--- src/rtl/prm_pkg.sv ---
package prm_pkg;

   localparam int unsigned PRM_NREG = 3;

   typedef enum logic [1:0] {
      SEL_AMASK = 2'd0,
      SEL_UOVR  = 2'd1,
      SEL_SOVR  = 2'd2
   } reg_sel_e;

   typedef enum logic [1:0] {
      PRIV_USER = 2'd0,
      PRIV_SUP  = 2'd1,
      PRIV_HYP  = 2'd2
   } priv_e;

   typedef enum logic [1:0] {
      MSK_FULL = 2'd0,
      MSK_UOVR = 2'd1,
      MSK_SOVR = 2'd2
   } msk_src_e;

   typedef struct packed {
      logic     hit;
      logic     legal;
      reg_sel_e sel;
      msk_src_e msk;
   } acc_t;

   // Problem state dominates: a set problem flag always means user level.
   function automatic priv_e priv_of(input logic pr, input logic hv);
      if (pr)      return PRIV_USER;
      else if (hv) return PRIV_HYP;
      else         return PRIV_SUP;
   endfunction

endpackage

--- src/rtl/prm_decode.sv ---
module prm_decode
   import prm_pkg::*;
#(
   parameter int unsigned NUM_W          = 10,
   parameter int unsigned AMASK_USER_NUM = 13,
   parameter int unsigned AMASK_PRIV_NUM = 29,
   parameter int unsigned UOVR_NUM       = 157,
   parameter int unsigned SOVR_NUM       = 349,
   parameter bit          IS_WRITE       = 1'b1
) (
   input  logic [NUM_W-1:0] num_i,
   input  logic             pr_i,
   input  logic             hv_i,
   output acc_t             acc_o
);

   localparam logic [NUM_W-1:0] N_AU = NUM_W'(AMASK_USER_NUM);
   localparam logic [NUM_W-1:0] N_AP = NUM_W'(AMASK_PRIV_NUM);
   localparam logic [NUM_W-1:0] N_UO = NUM_W'(UOVR_NUM);
   localparam logic [NUM_W-1:0] N_SO = NUM_W'(SOVR_NUM);

   priv_e lvl;

   assign lvl = priv_of(pr_i, hv_i);

   always_comb begin
      acc_o.hit   = 1'b0;
      acc_o.legal = 1'b0;
      acc_o.sel   = SEL_AMASK;
      acc_o.msk   = MSK_FULL;
      unique case (num_i)
         N_AU, N_AP: begin
            acc_o.hit = 1'b1;
            acc_o.sel = SEL_AMASK;
            unique case (lvl)
               PRIV_USER: begin
                  acc_o.legal = (num_i == N_AU);
                  acc_o.msk   = MSK_UOVR;
               end
               PRIV_SUP: begin
                  acc_o.legal = 1'b1;
                  acc_o.msk   = MSK_SOVR;
               end
               default: begin
                  acc_o.legal = 1'b1;
                  acc_o.msk   = MSK_FULL;
               end
            endcase
         end
         N_UO: begin
            acc_o.hit = 1'b1;
            acc_o.sel = SEL_UOVR;
            unique case (lvl)
               PRIV_USER: acc_o.legal = 1'b0;
               PRIV_SUP: begin
                  acc_o.legal = 1'b1;
                  acc_o.msk   = MSK_SOVR;
               end
               default: begin
                  acc_o.legal = 1'b1;
                  acc_o.msk   = MSK_FULL;
               end
            endcase
         end
         N_SO: begin
            acc_o.hit = 1'b1;
            acc_o.sel = SEL_SOVR;
            unique case (lvl)
               PRIV_USER: acc_o.legal = 1'b0;
               PRIV_SUP:  acc_o.legal = !IS_WRITE;
               default:   acc_o.legal = 1'b1;
            endcase
         end
         default: ;
      endcase
   end

endmodule

--- src/rtl/prm_merge.sv ---
module prm_merge #(
   parameter int unsigned XLEN    = 64,
   parameter bit          BITWISE = 1'b0
) (
   input  logic [XLEN-1:0] old_i,
   input  logic [XLEN-1:0] data_i,
   input  logic [XLEN-1:0] mask_i,
   output logic [XLEN-1:0] new_o
);

   generate
      if (BITWISE) begin : g_bitmux
         for (genvar b = 0; b < XLEN; b++) begin : g_bit
            assign new_o[b] = mask_i[b] ? data_i[b] : old_i[b];
         end
      end else begin : g_vector
         assign new_o = (old_i & ~mask_i) | (data_i & mask_i);
      end
   endgenerate

endmodule

--- src/rtl/prm_bank.sv ---
module prm_bank
   import prm_pkg::*;
#(
   parameter int unsigned XLEN = 64
) (
   input  logic            clk_i,
   input  logic            rst_i,
   input  logic            we_i,
   input  reg_sel_e        sel_i,
   input  logic [XLEN-1:0] wdata_i,
   output logic [XLEN-1:0] amask_o,
   output logic [XLEN-1:0] uovr_o,
   output logic [XLEN-1:0] sovr_o
);

   logic [PRM_NREG-1:0][XLEN-1:0] q;

   generate
      for (genvar r = 0; r < PRM_NREG; r++) begin : g_reg
         always_ff @(posedge clk_i) begin
            if (rst_i)
               q[r] <= '0;
            else if (we_i && (sel_i == reg_sel_e'(r)))
               q[r] <= wdata_i;
         end
      end
   endgenerate

   assign amask_o = q[SEL_AMASK];
   assign uovr_o  = q[SEL_UOVR];
   assign sovr_o  = q[SEL_SOVR];

endmodule

--- src/rtl/prm_regfile.sv ---
module prm_regfile
   import prm_pkg::*;
#(
   parameter int unsigned XLEN           = 64,
   parameter int unsigned NUM_W          = 10,
   parameter int unsigned AMASK_USER_NUM = 13,
   parameter int unsigned AMASK_PRIV_NUM = 29,
   parameter int unsigned UOVR_NUM       = 157,
   parameter int unsigned SOVR_NUM       = 349,
   parameter bit          MERGE_BITWISE  = 1'b0
) (
   input  logic             clk_i,
   input  logic             rst_i,
   input  logic             pr_i,
   input  logic             hv_i,
   input  logic             wr_en_i,
   input  logic [NUM_W-1:0] wr_num_i,
   input  logic [XLEN-1:0]  wr_data_i,
   input  logic             rd_en_i,
   input  logic [NUM_W-1:0] rd_num_i,
   output logic [XLEN-1:0]  rd_data_o,
   output logic             ill_o
);

   localparam longint unsigned NUM_SPAN = 64'd1 << NUM_W;

   generate
      if (XLEN < 1) begin : g_bad_xlen
         $error("prm_regfile: XLEN must be at least 1");
      end
      if (NUM_W < 1 || NUM_W > 32) begin : g_bad_numw
         $error("prm_regfile: NUM_W must lie in 1..32");
      end
      if (AMASK_USER_NUM >= NUM_SPAN || AMASK_PRIV_NUM >= NUM_SPAN ||
          UOVR_NUM >= NUM_SPAN || SOVR_NUM >= NUM_SPAN) begin : g_bad_num
         $error("prm_regfile: a register number does not fit NUM_W");
      end
      if (AMASK_USER_NUM == AMASK_PRIV_NUM || AMASK_USER_NUM == UOVR_NUM ||
          AMASK_USER_NUM == SOVR_NUM || AMASK_PRIV_NUM == UOVR_NUM ||
          AMASK_PRIV_NUM == SOVR_NUM || UOVR_NUM == SOVR_NUM) begin : g_dup_num
         $error("prm_regfile: register numbers must be distinct");
      end
   endgenerate

   acc_t            wr_acc;
   acc_t            rd_acc;
   logic [XLEN-1:0] amask_q;
   logic [XLEN-1:0] uovr_q;
   logic [XLEN-1:0] sovr_q;
   logic [XLEN-1:0] wr_old;
   logic [XLEN-1:0] wr_mask;
   logic [XLEN-1:0] wr_new;
   logic [XLEN-1:0] rd_val;
   logic            wr_commit;
   logic            ill_d;
   logic            ill_q;
   logic            unused_rd_msk;

   prm_decode #(
      .NUM_W(NUM_W), .AMASK_USER_NUM(AMASK_USER_NUM), .AMASK_PRIV_NUM(AMASK_PRIV_NUM),
      .UOVR_NUM(UOVR_NUM), .SOVR_NUM(SOVR_NUM), .IS_WRITE(1'b1)
   ) wr_dec_i (
      .num_i(wr_num_i), .pr_i(pr_i), .hv_i(hv_i), .acc_o(wr_acc)
   );

   prm_decode #(
      .NUM_W(NUM_W), .AMASK_USER_NUM(AMASK_USER_NUM), .AMASK_PRIV_NUM(AMASK_PRIV_NUM),
      .UOVR_NUM(UOVR_NUM), .SOVR_NUM(SOVR_NUM), .IS_WRITE(1'b0)
   ) rd_dec_i (
      .num_i(rd_num_i), .pr_i(pr_i), .hv_i(hv_i), .acc_o(rd_acc)
   );

   assign unused_rd_msk = ^rd_acc.msk;

   always_comb begin
      unique case (wr_acc.sel)
         SEL_UOVR: wr_old = uovr_q;
         SEL_SOVR: wr_old = sovr_q;
         default:  wr_old = amask_q;
      endcase
      unique case (wr_acc.msk)
         MSK_UOVR: wr_mask = uovr_q;
         MSK_SOVR: wr_mask = sovr_q;
         default:  wr_mask = '1;
      endcase
   end

   prm_merge #(.XLEN(XLEN), .BITWISE(MERGE_BITWISE)) merge_i (
      .old_i(wr_old), .data_i(wr_data_i), .mask_i(wr_mask), .new_o(wr_new)
   );

   assign wr_commit = wr_en_i && wr_acc.hit && wr_acc.legal;

   prm_bank #(.XLEN(XLEN)) bank_i (
      .clk_i(clk_i), .rst_i(rst_i), .we_i(wr_commit), .sel_i(wr_acc.sel),
      .wdata_i(wr_new), .amask_o(amask_q), .uovr_o(uovr_q), .sovr_o(sovr_q)
   );

   always_comb begin
      unique case (rd_acc.sel)
         SEL_UOVR: rd_val = uovr_q;
         SEL_SOVR: rd_val = sovr_q;
         default:  rd_val = amask_q;
      endcase
   end

   assign rd_data_o = (rd_en_i && rd_acc.hit && rd_acc.legal) ? rd_val : '0;

   assign ill_d = (wr_en_i && wr_acc.hit && !wr_acc.legal) ||
                  (rd_en_i && rd_acc.hit && !rd_acc.legal);

   always_ff @(posedge clk_i) begin
      if (rst_i) ill_q <= 1'b0;
      else       ill_q <= ill_d;
   end

   assign ill_o = ill_q;

endmodule

--- config.mk ---
export PLATFORM = sky130hd
export DESIGN_NAME = prm_regfile
export DESIGN_NICKNAME = d
export VERILOG_FILES = /design/src/rtl/prm_pkg.sv /design/src/rtl/prm_decode.sv /design/src/rtl/prm_merge.sv /design/src/rtl/prm_bank.sv /design/src/rtl/prm_regfile.sv
export SDC_FILE = /design/constraint.sdc
export NUM_CORES = 1
export LEC_CHECK = 0
export ABC_CLOCK_PERIOD_IN_PS = 3250
export BUFFER_PORTS_ARGS = -buffer_cell sky130_fd_sc_hd__buf_4
export CAP_MARGIN = 40
export CORE_MARGIN = 5
export CORE_UTILIZATION = 59
export DETAILED_ROUTE_END_ITERATION = 10
export GPL_ROUTABILITY_DRIVEN = 1
export PLACE_DENSITY_LB_ADDON = 0.05
export SLEW_MARGIN = 10
export SYNTH_ARGS = -nofsm -noshare
export SYNTH_HDL_FRONTEND = slang
export SYNTH_SLANG_ARGS = --single-unit
--- constraint.sdc ---
create_clock -name clk_i -period 3.25 [get_ports clk_i]
set_clock_uncertainty 0.05 [all_clocks]
set_input_delay 0 -clock clk_i [delete_from_list [all_inputs] [get_ports clk_i]]
set_output_delay 0 -clock clk_i [all_outputs]
set_load 0.02 [all_outputs]
### Word level (Yosys, flattened, before mapping)

Cells that the tools add are included.

| cells by class | value |
|---|---|
| div/mod/pow operators | 0 |
| multipliers | 0 |
| reduce and logical (&&, ||, !) cells | 17 |
| bitwise operators | 4 |
| magnitude comparators | 0 |
| eq/ne operators | 15 |
| shift operators | 0 |
| $add $sub $neg | 0 |
| muxes and demuxes | 15 |

Operators with widths:

| cell | number |
|---|---|
| one-hot mux 64 bit (2 select lines) | 3 |
| bitwise AND 64 bit | 2 |
| two-way mux 64 bit | 1 |
| inverter 64 bit | 1 |
| bitwise OR 64 bit | 1 |
| one-hot mux 4 bit (3 select lines) | 2 |
| == test 10 x 4 -> 1 bit (second input constant) | 2 |
| == test 10 x 5 -> 1 bit (second input constant) | 2 |
| == test 10 x 8 -> 1 bit (second input constant) | 2 |
| == test 10 x 9 -> 1 bit (second input constant) | 2 |
| logical AND 1 bit | 9 |
| == test 2 x 1 -> 1 bit (second input constant) | 4 |
| one-hot mux 2 bit (2 select lines) | 2 |
| == test 2 bit (second input constant) | 3 |
| two-way mux 2 bit | 3 |
| OR reduction 2 bit | 3 |
| zero test 2 bit | 2 |
| two-way mux 1 bit | 4 |
| zero test 1 bit | 2 |
| logical OR 1 bit | 1 |

| word-level totals | value |
|---|---|
| memories kept | 0 |
| bits in read-only memories | 0 |
| memory bits (writable) | 0 |
| bits in latches | 0 |
| bits in registers | 193 |

### Depth between registers and ports, before layout

| depth | value |
|---|---|
| depth in word-level cells | 10 |
| depth in mapped cells | 11 |
| depth with buffers taken out | 9 |

### Modules after synthesis

Synthesis repeated with hierarchy kept, for this count alone.

| unflattened totals | value |
|---|---|
| cell total of the unflattened synthesis | 1344 |
| area, all modules | 12633.4 um^2 |

By module, submodules not included:

| module | seq. area each (um^2) | cells an instance | area an instance (um^2) | instances |
|---|---|---|---|---|
| prm_bank | 3843.7 | 694 | 7648.6 | 1 |
| prm_regfile | 20.0 | 549 | 3782.4 | 1 |
| prm_merge | 0.0 | 64 | 960.9 | 1 |
| prm_decode at rd_dec_i | 0.0 | 20 | 131.4 | 1 |
| prm_decode at wr_dec_i | 0.0 | 17 | 110.1 | 1 |

### Least setup slack after synthesis

Ideal clock, no wire load.

| timing path | value |
|---|---|
| path kind | input-to-reg |
| start point | input port wr_num_i[1] |
| end point | register bank_i.q, in the netlist bank_i.uovr_o[10] |
| data required time | 3068 ps |
| path buffers | 3 |
| data arrival time | 2276 ps |
| cell stages on the path | 11 |
| path slack | 792 ps |
| setup time | 132 ps |
| cell sequence | and4bb_2 nand4_1 or3b_2 ha_1 buf_2 clkbuf_1 buf_2 a221oi_1 nor3_1 o21ai_0 mux2i_1 |

| between the ends | value |
|---|---|
| word-level cells in the longest chain between the ends | 8 |

RTL lines:

| element | RTL line | text |
|---|---|---|
| from (decl) | prm_regfile.sv:17 | `input logic [NUM_W-1:0] wr_num_i,` |
| == test 10 x 5 -> 1 bit or == test 10 x 4 -> 1 bit (tied branches) | prm_decode.sv:31, prm_decode.sv:37 |  |
| OR reduction 2 bit | prm_decode.sv:31 | `unique case (num_i)` |
| one-hot mux 2 bit (2 select lines) | prm_decode.sv:31 |  |
| == test 2 bit or == test 2 x 1 -> 1 bit (tied branches) | prm_regfile.sv:81 | `unique case (wr_acc.msk)` |
| one-hot mux 64 bit (2 select lines) | prm_regfile.sv:81 |  |
| inverter 64 bit | prm_merge.sv:17 | `assign new_o = (old_i & ~mask_i) \| (data_i & mask_i);` |
| bitwise AND 64 bit | prm_merge.sv:17 |  |
| bitwise OR 64 bit | prm_merge.sv:17 |  |
| to (signal, indexed assignment) | prm_bank.sv:24 | `q[r] <= wdata_i;` |
| to (decl) | prm_bank.sv:16 | `logic [PRM_NREG-1:0][XLEN-1:0] q;` |

Several ways; a longest one is shown, not always the timed one.
A chain may end at the register's enable or synchronous reset.

### Final worst setup path

| timing path | value |
|---|---|
| start point | input port wr_num_i[1] |
| end point | register ill_q, in the netlist ill_o |

| between the ends | value |
|---|---|
| word-level cells in the longest chain between the ends | 6 |

RTL lines:

| element | RTL line | text |
|---|---|---|
| == test 10 x 5 -> 1 bit or == test 10 x 4 -> 1 bit (tied branches) | prm_decode.sv:31, prm_decode.sv:37 |  |
| OR reduction 2 bit or two-way mux 1 bit (tied branches) | prm_decode.sv:31, prm_decode.sv:35 |  |
| one-hot mux 4 bit (3 select lines) (*) | prm_decode.sv:31 |  |
| logical AND 1 bit or zero test 1 bit (tied branches) | prm_regfile.sv:109 | `assign ill_d = (wr_en_i && wr_acc.hit && !wr_acc.legal) \|\|` |
| logical AND 1 bit (*) | prm_regfile.sv:109 |  |
| logical OR 1 bit (*) | prm_regfile.sv:109 |  |
| to (signal assigned) | prm_regfile.sv:114 | `else ill_q <= ill_d;` |
| to (decl) | prm_regfile.sv:56 | `logic ill_q;` |

Mark *: on every way between the ends. The rest lies on a longest branch, timed or not.

==> results by group <==
Floorplanning
  – Die area: 22400 sq um
  – Io pins: roughly 160
  – Num rows: 51
  – Core area: 19300 sq um
  – Die Y: 150 um
  – Die width: ~150 um
  – Initial core utilization: 59.6%

Power and ir drop
  – Pwr Density: 360 nW/um^2
  – Total Power: 4950 uW
  – Pleak: 0.00558 uW
  – Max VDD drop: 0.000394 V

Cells and area
  – Fin cells: around 1800
  – Fillers: 1628
  – Final nets: between 1500 and 2000
  – Area grow syn2layout: 19.5%
  – Share of cells above drive strength 1: 15.2%

Setup path
  – Worst setup EP type: flip-flop
  – Critical Path AT: between 2 and 3 ns
  – Largest stage delay, worst path: 0.54 ns
  – CP max stage cell: dlygate4sd3_1
  – Cells along the critical path: buf_4, and4bb_2, nand4_1, or3b_2, ha_1, nor2b_1, a41o_1, or3b_2, a21oi_1, dlygate4sd3_1
  – Worst path bufs/invs: 2
  – Setup CP Type: input pin to flip-flop
  – Cell mode on critical path: or3b_2
  – CP delay by family, top: simple AND/OR/NAND/NOR gates
  – WP data required: between 3 and 4 ns
  – Critical Path Start Type: input pin
  – Crit-path max FO: 4

Logic synthesis
  – Post-synth ARST share: 0%
  – Mean Syn Cell Area: 8.20 sq um
  – Synthesized area: 11500 sq um
  – Ys flop type: dfxtp_1
  – EDFF count, synth: 0
  – Seq/Total Area, Yosys: 33.5%
  – Yosys cell types: 40
  – Syn Inst Count: 1406
  – Warnings, synthesis: 0
  – Synthesized flop and latch total: 193
  – Mapped Nets: ~1500

Timing
  – Post-layout min period: 2.53 ns
  – Final hold vios: 2
  – Count of final setup violators: 0
  – Final setup TNS: 0 ns
  – Final period util: 78.0%
  – Unrepaired setup endpoints after global routing: false
  – Max Freq: 395 MHz
  – Hold slack: -0.00372 ns
  – Slew HR: about 53%
  – Final Max Tran Viols: 0
  – Worst-Margin Slew: 0.708 ns

Route
  – Total number of vias: ~11000
  – DR DRC count: 0
  – DRT antenna net count: 0
  – Drt via density: a little over 6
  – 1st-pass router iterations: 6
  – Wirelength, routed: 33.3 mm
  – Initial DRC count: 1039
  – WL per Instance: 18.6 um

Min path
  – Worst Hold Class: input pin to flip-flop

Global route
  – First-pass GRT wire length: between 50 and 60 mm
  – Initial antenna violation count: 1
  – Number of global-route vias before repair: 10700
  – Largest net degree at the start of global routing: 87
  – Total GRT Usage: ~30%
  – Gr ovfl total: 0

Clock tree
  – CTS buffer count: 17
  – Clk_lat worst skew: roughly 0.44 ns
  – Clk sink count: 193
  – Clk root buf: clkbuf_16
  – H-Tree Depth: 4
  – CTS tree: yes
  – CTS resizes: 0
  – Setup bufs post-CTS: 0
  – Clk slew on worst S/H paths: 0.07 ns
  – Post-CTS Hold Buffers: 30
  – Maximum root-to-sink buffer count: 2

Flow run
  – Max cap viols: 0

Placed design
  – RD Place Congestion: 0.823
  – Placed Cells: 1727
  – Final HPWL DP: 19.9 mm
  – PortBufs: 154

Status
  – Failing checks: negative hold slack
  – Status: finished, violations left
==> state kept, by name (all words and copies together) (netlist names) <==
register,cells
ill_o,1
bank_i.uovr_o,64
bank_i.amask_o,64
bank_i.sovr_o,64
==> layout by cell type, fill, tap and decap left out, drive strengths merged, types with 20 or more instances in the layout <==
cell         instances
a21oi               65
a221o               64
a221oi              64
a22oi               64
and2                65
buf                188
clkbuf              20
dfxtp              193
dlygate4sd3         30
mux2i              193
nand2              194
nor2               130
nor2b               67
nor3                66
o21ai               64
==> cell type report <==
cell class / instances / area [sq um] / share of cell area, %
Inverter: 9 / 38.8 / 0.282
Timing Repair Buffer: 218 / 1870 / 13.6
Multi-Input combinational cell: 1072 / 7010 / 50.9
Tap cell: 265 / 332 / 2.41
Clock buffer: 20 / 467 / 3.39
Antenna cell: 1 / 2.50 / 0.0182
Clock inverter: 12 / 178 / 1.29
Sequential cell: 193 / 3860 / 28.1
==> worst reg2reg max path: cells and delay by family (launching register included) <==
family	cells	cell delay, ns
AO/OA/AOI/OAI	2	0.72
flip-flops	1	0.34
multiplexers	1	0.15
AND/OR/NAND/NOR	1	0.15
==> final timing paths <==
path,start,endpoint,slack [ns],cells after the start
setup reg to reg,bank_i.sovr_o[51],bank_i.amask_o[51],1.70,4
hold reg to reg,bank_i.amask_o[9],bank_i.amask_o[9],0.43,2
hold / removal,wr_data_i[17],bank_i.amask_o[17],-0.004,4
setup / recovery,wr_num_i[1],ill_o,0.72,10
==> Yosys cell counts, types with 4 or more instances <==
| cell type | number | area share [%] |
|---|---|---|
| nor2_1 | 130 | 4.2 |
| buf_6 | 19 | 1.9 |
| nor3_1 | 66 | 2.9 |
| mux2i_1 | 193 | 17 |
| nor2b_1 | 67 | 3.6 |
| nand2_1 | 194 | 6.3 |
| and2_0 | 4 | 0.22 |
| o21ai_0 | 64 | 2.8 |
| ha_1 | 9 | 0.98 |
| a221oi_1 | 64 | 4.9 |
| and2_1 | 61 | 3.3 |
| a221o_1 | 64 | 5.6 |
| dfxtp_1 | 193 | 34 |
| buf_2 | 9 | 0.39 |
| buf_1 | 14 | 0.46 |
| a21oi_1 | 65 | 2.8 |
| a22oi_1 | 64 | 4.2 |
| clkbuf_1 | 88 | 2.9 |
| inv_1 | 9 | 0.29 |
==> layer usage <==
layer	global-route usage [%]	vias up	part of all wire, %
li1	-	5307	-
met2	47.1	478	46
met3	5.06	69	7.8
met4	11.0	0	2.6
met5	0	-	0
met1	40.3	5268	44
==> metrics by stage <==
stage | area [sq um] | worst slack (ns) | hold WS [ns] | util (%)
after global routing | 13800 | 0.511 | 0.0338 | 71.2
after floorplan | 11500 | 0.792 | 0.0191 | -
after detailed placement | 12800 | 0.485 | 0.152 | 66.3
after global placement | 12800 | 0.542 | 0.152 | 66.2
final | 13800 | 0.716 | -0.00372 | 71.2
after CTS | 13800 | 0.760 | 0.00248 | 71.2
==> kinds of logic after synthesis <==
| kind of cell | count (synthesis) | synth area share (%) |
|---|---|---|
| AOI/OAI and AO/OA | 329 | 20.9 |
| adders and majority gates | 9 | 0.977 |
| buffers and inverters | 141 | 5.99 |
| DFF | 193 | 33.5 |
| muxes | 193 | 16.8 |
| and+or+nand+nor | 541 | 21.9 |
==> where the power goes <==
group	internal (uW)	leakage, uW	switching, uW
logic	140	0.00371	136
registers	2360	0.00155	0.00927
clock network	1350	0.000317	956
Note: power is estimated with default switching activity, not from simulation.
